===== config.mk =====
export PLATFORM = sky130hd
export DESIGN_NAME = rxf_filter
export DESIGN_NICKNAME = d
export VERILOG_FILES = /design/src/rtl/rxf_pkg.sv /design/src/rtl/rxf_policy.sv /design/src/rtl/rxf_hdr_parse.sv /design/src/rtl/rxf_decide.sv /design/src/rtl/rxf_filter.sv
export SDC_FILE = /design/constraint.sdc
export NUM_CORES = 1
export LEC_CHECK = 0
export ABC_AREA = 1
export CAP_MARGIN = 20
export CELL_PAD_IN_SITES_DETAIL_PLACEMENT = 1
export CELL_PAD_IN_SITES_GLOBAL_PLACEMENT = 2
export CORE_AREA = 2 2 112 114
export DETAILED_ROUTE_END_ITERATION = 7
export DIE_AREA = 0 0 114 116
export DONT_BUFFER_PORTS = 1
export PLACE_DENSITY_LB_ADDON = 0.1
export SLEW_MARGIN = 20
export SYNTH_ARGS = -nofsm -noshare
export SYNTH_HDL_FRONTEND = slang
export SYNTH_SLANG_ARGS = --single-unit

===== constraint.sdc =====
create_clock -name clk -period 3.71 [get_ports clk]
set_input_delay 0 -clock clk [delete_from_list [all_inputs] [get_ports clk]]
set_output_delay 0 -clock clk [all_outputs]
set_load 0.05 [all_outputs]

===== src/rtl/rxf_pkg.sv =====
package rxf_pkg;

  localparam int NUM_RSN     = 7;
  localparam int RSN_BCAST   = 0;
  localparam int RSN_RXERR   = 1;
  localparam int RSN_DRIBBLE = 2;
  localparam int RSN_CRC     = 3;
  localparam int RSN_LENGTH  = 4;
  localparam int RSN_CTRL    = 5;
  localparam int RSN_NPAUSE  = 6;

  localparam int          HDR_BYTES   = 14;
  localparam int          FCS_BYTES   = 4;
  localparam int          MAX_LEN     = 1500;
  localparam int          MIN_PAYLOAD = 46;
  localparam logic [15:0] CTRL_TYPE   = 16'h8808;
  localparam logic [15:0] PAUSE_OP    = 16'h0001;

  // Length field versus bytes received; padded frames accept short lengths.
  function automatic logic len_match(input logic [15:0] tl, input int unsigned cnt);
    int pay;
    if (int'(tl) > MAX_LEN) return 1'b1;
    if (cnt < HDR_BYTES + FCS_BYTES) return 1'b0;
    pay = int'(cnt) - (HDR_BYTES + FCS_BYTES);
    if (int'(tl) < MIN_PAYLOAD) return pay == MIN_PAYLOAD;
    return pay == int'(tl);
  endfunction

  // One bit per policy bit: condition present and policy bit clear.
  function automatic logic [NUM_RSN-1:0] reason_mask(
    input logic [7:0]  pol,
    input logic        bcast,
    input logic [15:0] tl,
    input logic [15:0] op,
    input int unsigned cnt,
    input logic        runt,
    input logic        rxerr,
    input logic        crcerr,
    input logic        dribble,
    input logic        coll);
    logic [NUM_RSN-1:0] m;
    logic ctl;
    ctl = (tl == CTRL_TYPE);
    m = '0;
    m[RSN_BCAST]   = bcast & ~pol[RSN_BCAST];
    m[RSN_RXERR]   = rxerr & ~pol[RSN_RXERR];
    m[RSN_DRIBBLE] = dribble & ~coll & ~runt & ~pol[RSN_DRIBBLE];
    m[RSN_CRC]     = (crcerr | rxerr) & ~pol[RSN_CRC];
    m[RSN_LENGTH]  = ~len_match(tl, cnt) & ~pol[RSN_LENGTH];
    m[RSN_CTRL]    = ctl & ~pol[RSN_CTRL];
    m[RSN_NPAUSE]  = ctl & (op != PAUSE_OP) & ~pol[RSN_NPAUSE];
    return m;
  endfunction

endpackage


===== src/rtl/rxf_policy.sv =====
module rxf_policy #(
  parameter int POL_W = 8
) (
  input  logic             clk,
  input  logic             rst_n,
  input  logic             wr,
  input  logic [POL_W-1:0] wdata,
  input  logic             sof_v,
  output logic [POL_W-1:0] pol_act,
  output logic [POL_W-1:0] pol_eff
);
  logic [POL_W-1:0] shadow_q;

  always_ff @(posedge clk or negedge rst_n) begin
    if (!rst_n) begin
      shadow_q <= '0;
      pol_act  <= '0;
    end else begin
      if (wr)    shadow_q <= wdata;
      if (sof_v) pol_act  <= shadow_q;
    end
  end

  // A single-byte frame is judged with the value latched at its own start.
  assign pol_eff = sof_v ? shadow_q : pol_act;
endmodule


===== src/rtl/rxf_hdr_parse.sv =====
module rxf_hdr_parse #(
  parameter int CNT_W = 16
) (
  input  logic             clk,
  input  logic             rst_n,
  input  logic             valid,
  input  logic             sof,
  input  logic [7:0]       data,
  output logic [CNT_W-1:0] cnt_n,
  output logic             bc_n,
  output logic [15:0]      tl_n,
  output logic [15:0]      op_n
);
  localparam logic [CNT_W-1:0] DA_END = CNT_W'(6);
  localparam logic [CNT_W-1:0] TL_HI  = CNT_W'(12);
  localparam logic [CNT_W-1:0] TL_LO  = CNT_W'(13);
  localparam logic [CNT_W-1:0] OP_HI  = CNT_W'(14);
  localparam logic [CNT_W-1:0] OP_LO  = CNT_W'(15);
  localparam logic [CNT_W-1:0] CNT_MX = '1;

  logic [CNT_W-1:0] cnt_q, cnt_b;
  logic             bc_q, bc_b;
  logic [15:0]      tl_q, tl_b, op_q, op_b;

  always_comb begin
    cnt_b = sof ? '0 : cnt_q;
    bc_b  = sof ? 1'b1 : bc_q;
    tl_b  = sof ? '0 : tl_q;
    op_b  = sof ? '0 : op_q;
    cnt_n = cnt_b;
    bc_n  = bc_b;
    tl_n  = tl_b;
    op_n  = op_b;
    if (valid) begin
      if (cnt_b < DA_END) bc_n = bc_b & (data == 8'hFF);
      if (cnt_b == TL_HI) tl_n[15:8] = data;
      if (cnt_b == TL_LO) tl_n[7:0]  = data;
      if (cnt_b == OP_HI) op_n[15:8] = data;
      if (cnt_b == OP_LO) op_n[7:0]  = data;
      if (cnt_b != CNT_MX) cnt_n = cnt_b + 1'b1;
    end
  end

  always_ff @(posedge clk or negedge rst_n) begin
    if (!rst_n) begin
      cnt_q <= '0;
      bc_q  <= 1'b1;
      tl_q  <= '0;
      op_q  <= '0;
    end else if (valid) begin
      cnt_q <= cnt_n;
      bc_q  <= bc_n;
      tl_q  <= tl_n;
      op_q  <= op_n;
    end
  end
endmodule


===== src/rtl/rxf_decide.sv =====
module rxf_decide
  import rxf_pkg::*;
#(
  parameter int CNT_W = 16
) (
  input  logic               clk,
  input  logic               rst_n,
  input  logic               eof_v,
  input  logic [7:0]         pol,
  input  logic               bcast,
  input  logic [15:0]        tl,
  input  logic [15:0]        op,
  input  logic [CNT_W-1:0]   cnt,
  input  logic               runt,
  input  logic               rxerr,
  input  logic               crcerr,
  input  logic               dribble,
  input  logic               coll,
  output logic               dec_valid,
  output logic               dec_accept,
  output logic [NUM_RSN-1:0] dec_reason
);
  logic [NUM_RSN-1:0] mask_w;

  assign mask_w = reason_mask(pol, bcast, tl, op, 32'(cnt), runt,
                              rxerr, crcerr, dribble, coll);

  always_ff @(posedge clk or negedge rst_n) begin
    if (!rst_n) begin
      dec_valid  <= 1'b0;
      dec_accept <= 1'b0;
      dec_reason <= '0;
    end else begin
      dec_valid  <= eof_v;
      dec_accept <= eof_v & (mask_w == '0);
      dec_reason <= eof_v ? mask_w : '0;
    end
  end
endmodule


===== src/rtl/rxf_filter.sv =====
module rxf_filter
  import rxf_pkg::*;
#(
  parameter int CNT_W    = 16,
  parameter int RUNT_MIN = 64
) (
  input  logic               clk,
  input  logic               rst_n,
  input  logic               pol_wr,
  input  logic [7:0]         pol_wdata,
  input  logic               rx_valid,
  input  logic               rx_sof,
  input  logic               rx_eof,
  input  logic [7:0]         rx_data,
  input  logic               rx_mii_err,
  input  logic               rx_crc_err,
  input  logic               rx_dribble,
  input  logic               rx_collision,
  output logic               dec_valid,
  output logic               dec_accept,
  output logic [NUM_RSN-1:0] dec_reason
);
  localparam logic [CNT_W-1:0] RUNT_LIM = CNT_W'(RUNT_MIN);
  localparam logic [CNT_W-1:0] DA_LEN   = CNT_W'(6);

  logic             sof_v, eof_v;
  logic [7:0]       pol_act, pol_eff;
  logic [CNT_W-1:0] cnt_w;
  logic             bc_raw, bcast_w, runt_w;
  logic [15:0]      tl_w, op_w;

  assign sof_v   = rx_valid & rx_sof;
  assign eof_v   = rx_valid & rx_eof;

  rxf_policy #(.POL_W(8)) u_policy (
    .clk(clk), .rst_n(rst_n), .wr(pol_wr), .wdata(pol_wdata),
    .sof_v(sof_v), .pol_act(pol_act), .pol_eff(pol_eff)
  );

  rxf_hdr_parse #(.CNT_W(CNT_W)) u_parse (
    .clk(clk), .rst_n(rst_n), .valid(rx_valid), .sof(sof_v), .data(rx_data),
    .cnt_n(cnt_w), .bc_n(bc_raw), .tl_n(tl_w), .op_n(op_w)
  );

  assign bcast_w = bc_raw & (cnt_w >= DA_LEN);
  assign runt_w  = cnt_w < RUNT_LIM;

  rxf_decide #(.CNT_W(CNT_W)) u_decide (
    .clk(clk), .rst_n(rst_n), .eof_v(eof_v), .pol(pol_eff),
    .bcast(bcast_w), .tl(tl_w), .op(op_w), .cnt(cnt_w), .runt(runt_w),
    .rxerr(rx_mii_err), .crcerr(rx_crc_err), .dribble(rx_dribble),
    .coll(rx_collision),
    .dec_valid(dec_valid), .dec_accept(dec_accept), .dec_reason(dec_reason)
  );
endmodule


==> results.ini <==
[logic_synthesis]
syn_inst=646
ys_async_sr_fraction_pct=100
synthesis.area_um2=4560
synth_edf_count=0
synth-simple-area-share_pct=37.0
yosys.cell_types.count=43
post_synth_xor_area_fraction_pct=2.61
yosys.area.top_type=dfrtp_1
synth_top_family_by_area=simple AND/OR/NAND/NOR gates
synth_fa_ha_area_share_pct=0.275
yosysWarningCount=0
yosysTopAreaCellShare_pct=39.0
ys_seq_elements=72
synthMuxAreaShare_pct=0.494
ys_top_cells_by_area=dfrtp_1 (39%), nand2_1 (14%), inv_1 (8.3%), nand3_1 (8.0%), nor2_1 (5.4%)
synth_compound_area_share_pct=9.25
avgSynthCellArea_um2=7.05
dominantRegCellSynth=dfrtp_1
seq_area_frac_synth_pct=39.6
synth_nets=673

[die]
start_util_pct=38.3
core_um2=11900
die_area_um2=13200
ioPinCount=35
die_y_um=116
die_w_um=114
core.rowCount=40

[worst_hold_path]
min_from=rx_data[1]
min_to=u_parse.op_q[1]
hp-class=input pin to register
whs_path_depth=2

[power_and_ir_drop]
power.total_uw=2080
ir_drop_mv=0.197
power_density_nw_per_um2=402
p_leak_uw=0.00279

[timing]
finalSetupViolCount=0
slew_headroom_pct=63.1
hold_violations=0
fin_crit_ps=3150
tightest_slew_ps=552
rsz0062_at_grt=no
finClkSkew_ps=5.33
finalCritPeriodShare_pct=84.8
fin_setup_tns_ps=0
final_max_slew_viol_count=0
fmax_mhz=318

[cts]
numClockSinks=72
htree_levels=3
insertion_delay_ps=340
clk_pin_slew_ps=60
cts-buffers-inserted=9
clockRootBuffer=clkbuf_16
cts_max_path_buffers=2
cts_tree=done

[placed_design]
dp.cells=784
io_buffers=0
hpwl_um=10600
gp_congestion=0.838

[critical_path]
r2r-end=u_decide.dec_reason[4]
crit_type=register to register
critical_path.startpoint=u_parse.cnt_q[1]
required_ps=3930
cp_max_fo=17
cp-end-kind=register
critPathArrivalTime_ps=3360
rrSetupSlack_ps=560
crit_path_start_kind=register
rr_worst_depth=24
reg2reg_from=u_parse.cnt_q[1]

[layout]
syn2layout_area_growth_pct=13.9
n_antenna_cell=0
nFillCells=1507
layout_common_cells=nand2_1 (170), inv_1 (101), nand3_1 (73), dfrtp_1 (71), nor2_1 (65)
layout_commonest_cell=nand2_1
nNetsFinal=696
final_cells=821
drive_gt1_share_pct=10.2

[detailed_routing]
vias_per_cell=5.13
antenna_left=0
dr_total_vias=4208
drtIter0Drc=192
drcViolationCount=0
wl_per_cell_um=17.1
drt-total-wl_um=14100
firstDrtPassIters=4

[grt]
grt_pass1_vias=4421
gr-usage-all-layers_pct=23.0
grt_max_degree=73
grt_first_pass_wirelength_um=23100
antenna_found_initial=0
grt-ovfl-total=0

[run]
maxCapViolCount=0

[status]
status=completed

## worst max-delay path by stage
stage / end / slack [ps] / cells after the start
3_5_place_dp: u_decide.dec_reason[4] / 630 / 24
4_1_cts: u_decide.dec_reason[4] / 600 / 24
2_1_floorplan: u_decide.dec_reason[4] / 1270 / 23
6_report: u_decide.dec_reason[4] / 560 / 24
5_1_grt: u_decide.dec_reason[4] / 160 / 22
3_3_place_gp: u_decide.dec_reason[4] / 700 / 24
## cells in the mapped netlist (5+ instances only)
master and count:
a21oi_1 5, clkbuf_1 6, dfrtp_1 71, inv_1 101
inv_2 5, nand2_1 170, nand2_2 6, nand2_4 5
nand3_1 73, nand3_2 5, nand4_1 16, nor2_1 65
nor2_2 7, nor3_1 7, o21ai_0 39, o21ai_1 9
o21ai_2 6, xor2_1 9
## worst max-delay path, stage by stage, from the launching register on
cell and delay (ps):
dfrtp_1 440, nand3_1 150, inv_1 90, nand2_1 120
nor2_2 230, nand2_4 190, nand2_1 100, nand2_1 50
nand2_1 140, ha_1 200, inv_1 70, nand2_1 80
nor2_1 50, nor2_2 260, nand3_1 120, nand2_1 120
nand2_1 60, nand2_1 60, nand2_1 50, inv_1 50
nand3b_1 70, nor2_1 110, nand2_1 90, nand2_1 70
nor2_1 40
## registers in the layout (all words and copies together), names as in the netlist
signal and count:
u_parse.bc_q 1, u_parse.tl_q 16, u_decide.dec_accept 1, u_decide.dec_reason 7, u_decide.dec_valid 1, u_parse.cnt_q 16, u_policy.pol_act 7, u_parse.op_q 16
u_policy.shadow_q 7
## power by group
part           leakage, µW  internal (µW)  switching, µW  total [µW]
Sequential        0.000967            831           40.2         871
Clock             0.000121            454            360         813
Combinational      0.00171            131            268         399
## stage by stage
| step | hold slack [ps] | util (%) | setup slack, ps | instance area [µm²] |
|---|---|---|---|---|
| after global routing | 20.5 | 43.6 | 161 | 5190 |
| after global placement | -293 | 39.4 | 703 | 4690 |
| final | 13.8 | 43.6 | 565 | 5190 |
| after CTS | 2.33 | 43.6 | 599 | 5190 |
| after floorplan | -296 | - | 1270 | 4560 |
| after detailed placement | -293 | 39.4 | 627 | 4690 |
## what timing repair did
action                                 4_1_cts  5_1_grt
endpoints found under the hold margin      103        0
buffers inserted                             0        0
hold buffers                                21        0
gates resized for setup                      0        0
## area by class of cell
class / instances / area, µm² / share of cell area [%]
well taps: 147 / 184 / 3.54
flip-flops and latches: 72 / 1800 / 34.7
repair buffers: 26 / 265 / 5.11
multi-input cells: 452 / 2260 / 43.5
clock buffers: 10 / 229 / 4.41
inverters: 108 / 405 / 7.81
clock inverters: 6 / 43.8 / 0.844
## logic make-up (layout without fill, tap and decap cells)
logic type | count (synthesis) | count (layout)
buffers and inverters | 122 | 150
flip-flops | 72 | 72
AO/OA/AOI/OAI | 71 | 71
AND/OR/NAND/NOR | 366 | 366
multiplexers | 2 | 2
adder cells (fa/ha/maj) | 1 | 1
XOR/XNOR | 12 | 12
## layer usage
| metal | vias to the layer above | track usage (%) | share of wire, % |
|---|---|---|---|
| met5 | - | 0 | 0 |
| met4 | 0 | 7.32 | 1.6 |
| met3 | 14 | 3.92 | 3.7 |
| met2 | 55 | 38.0 | 47 |
| met1 | 2034 | 30.9 | 48 |
| li1 | 2105 | - | - |
Power figures use the tool's default switching activity.
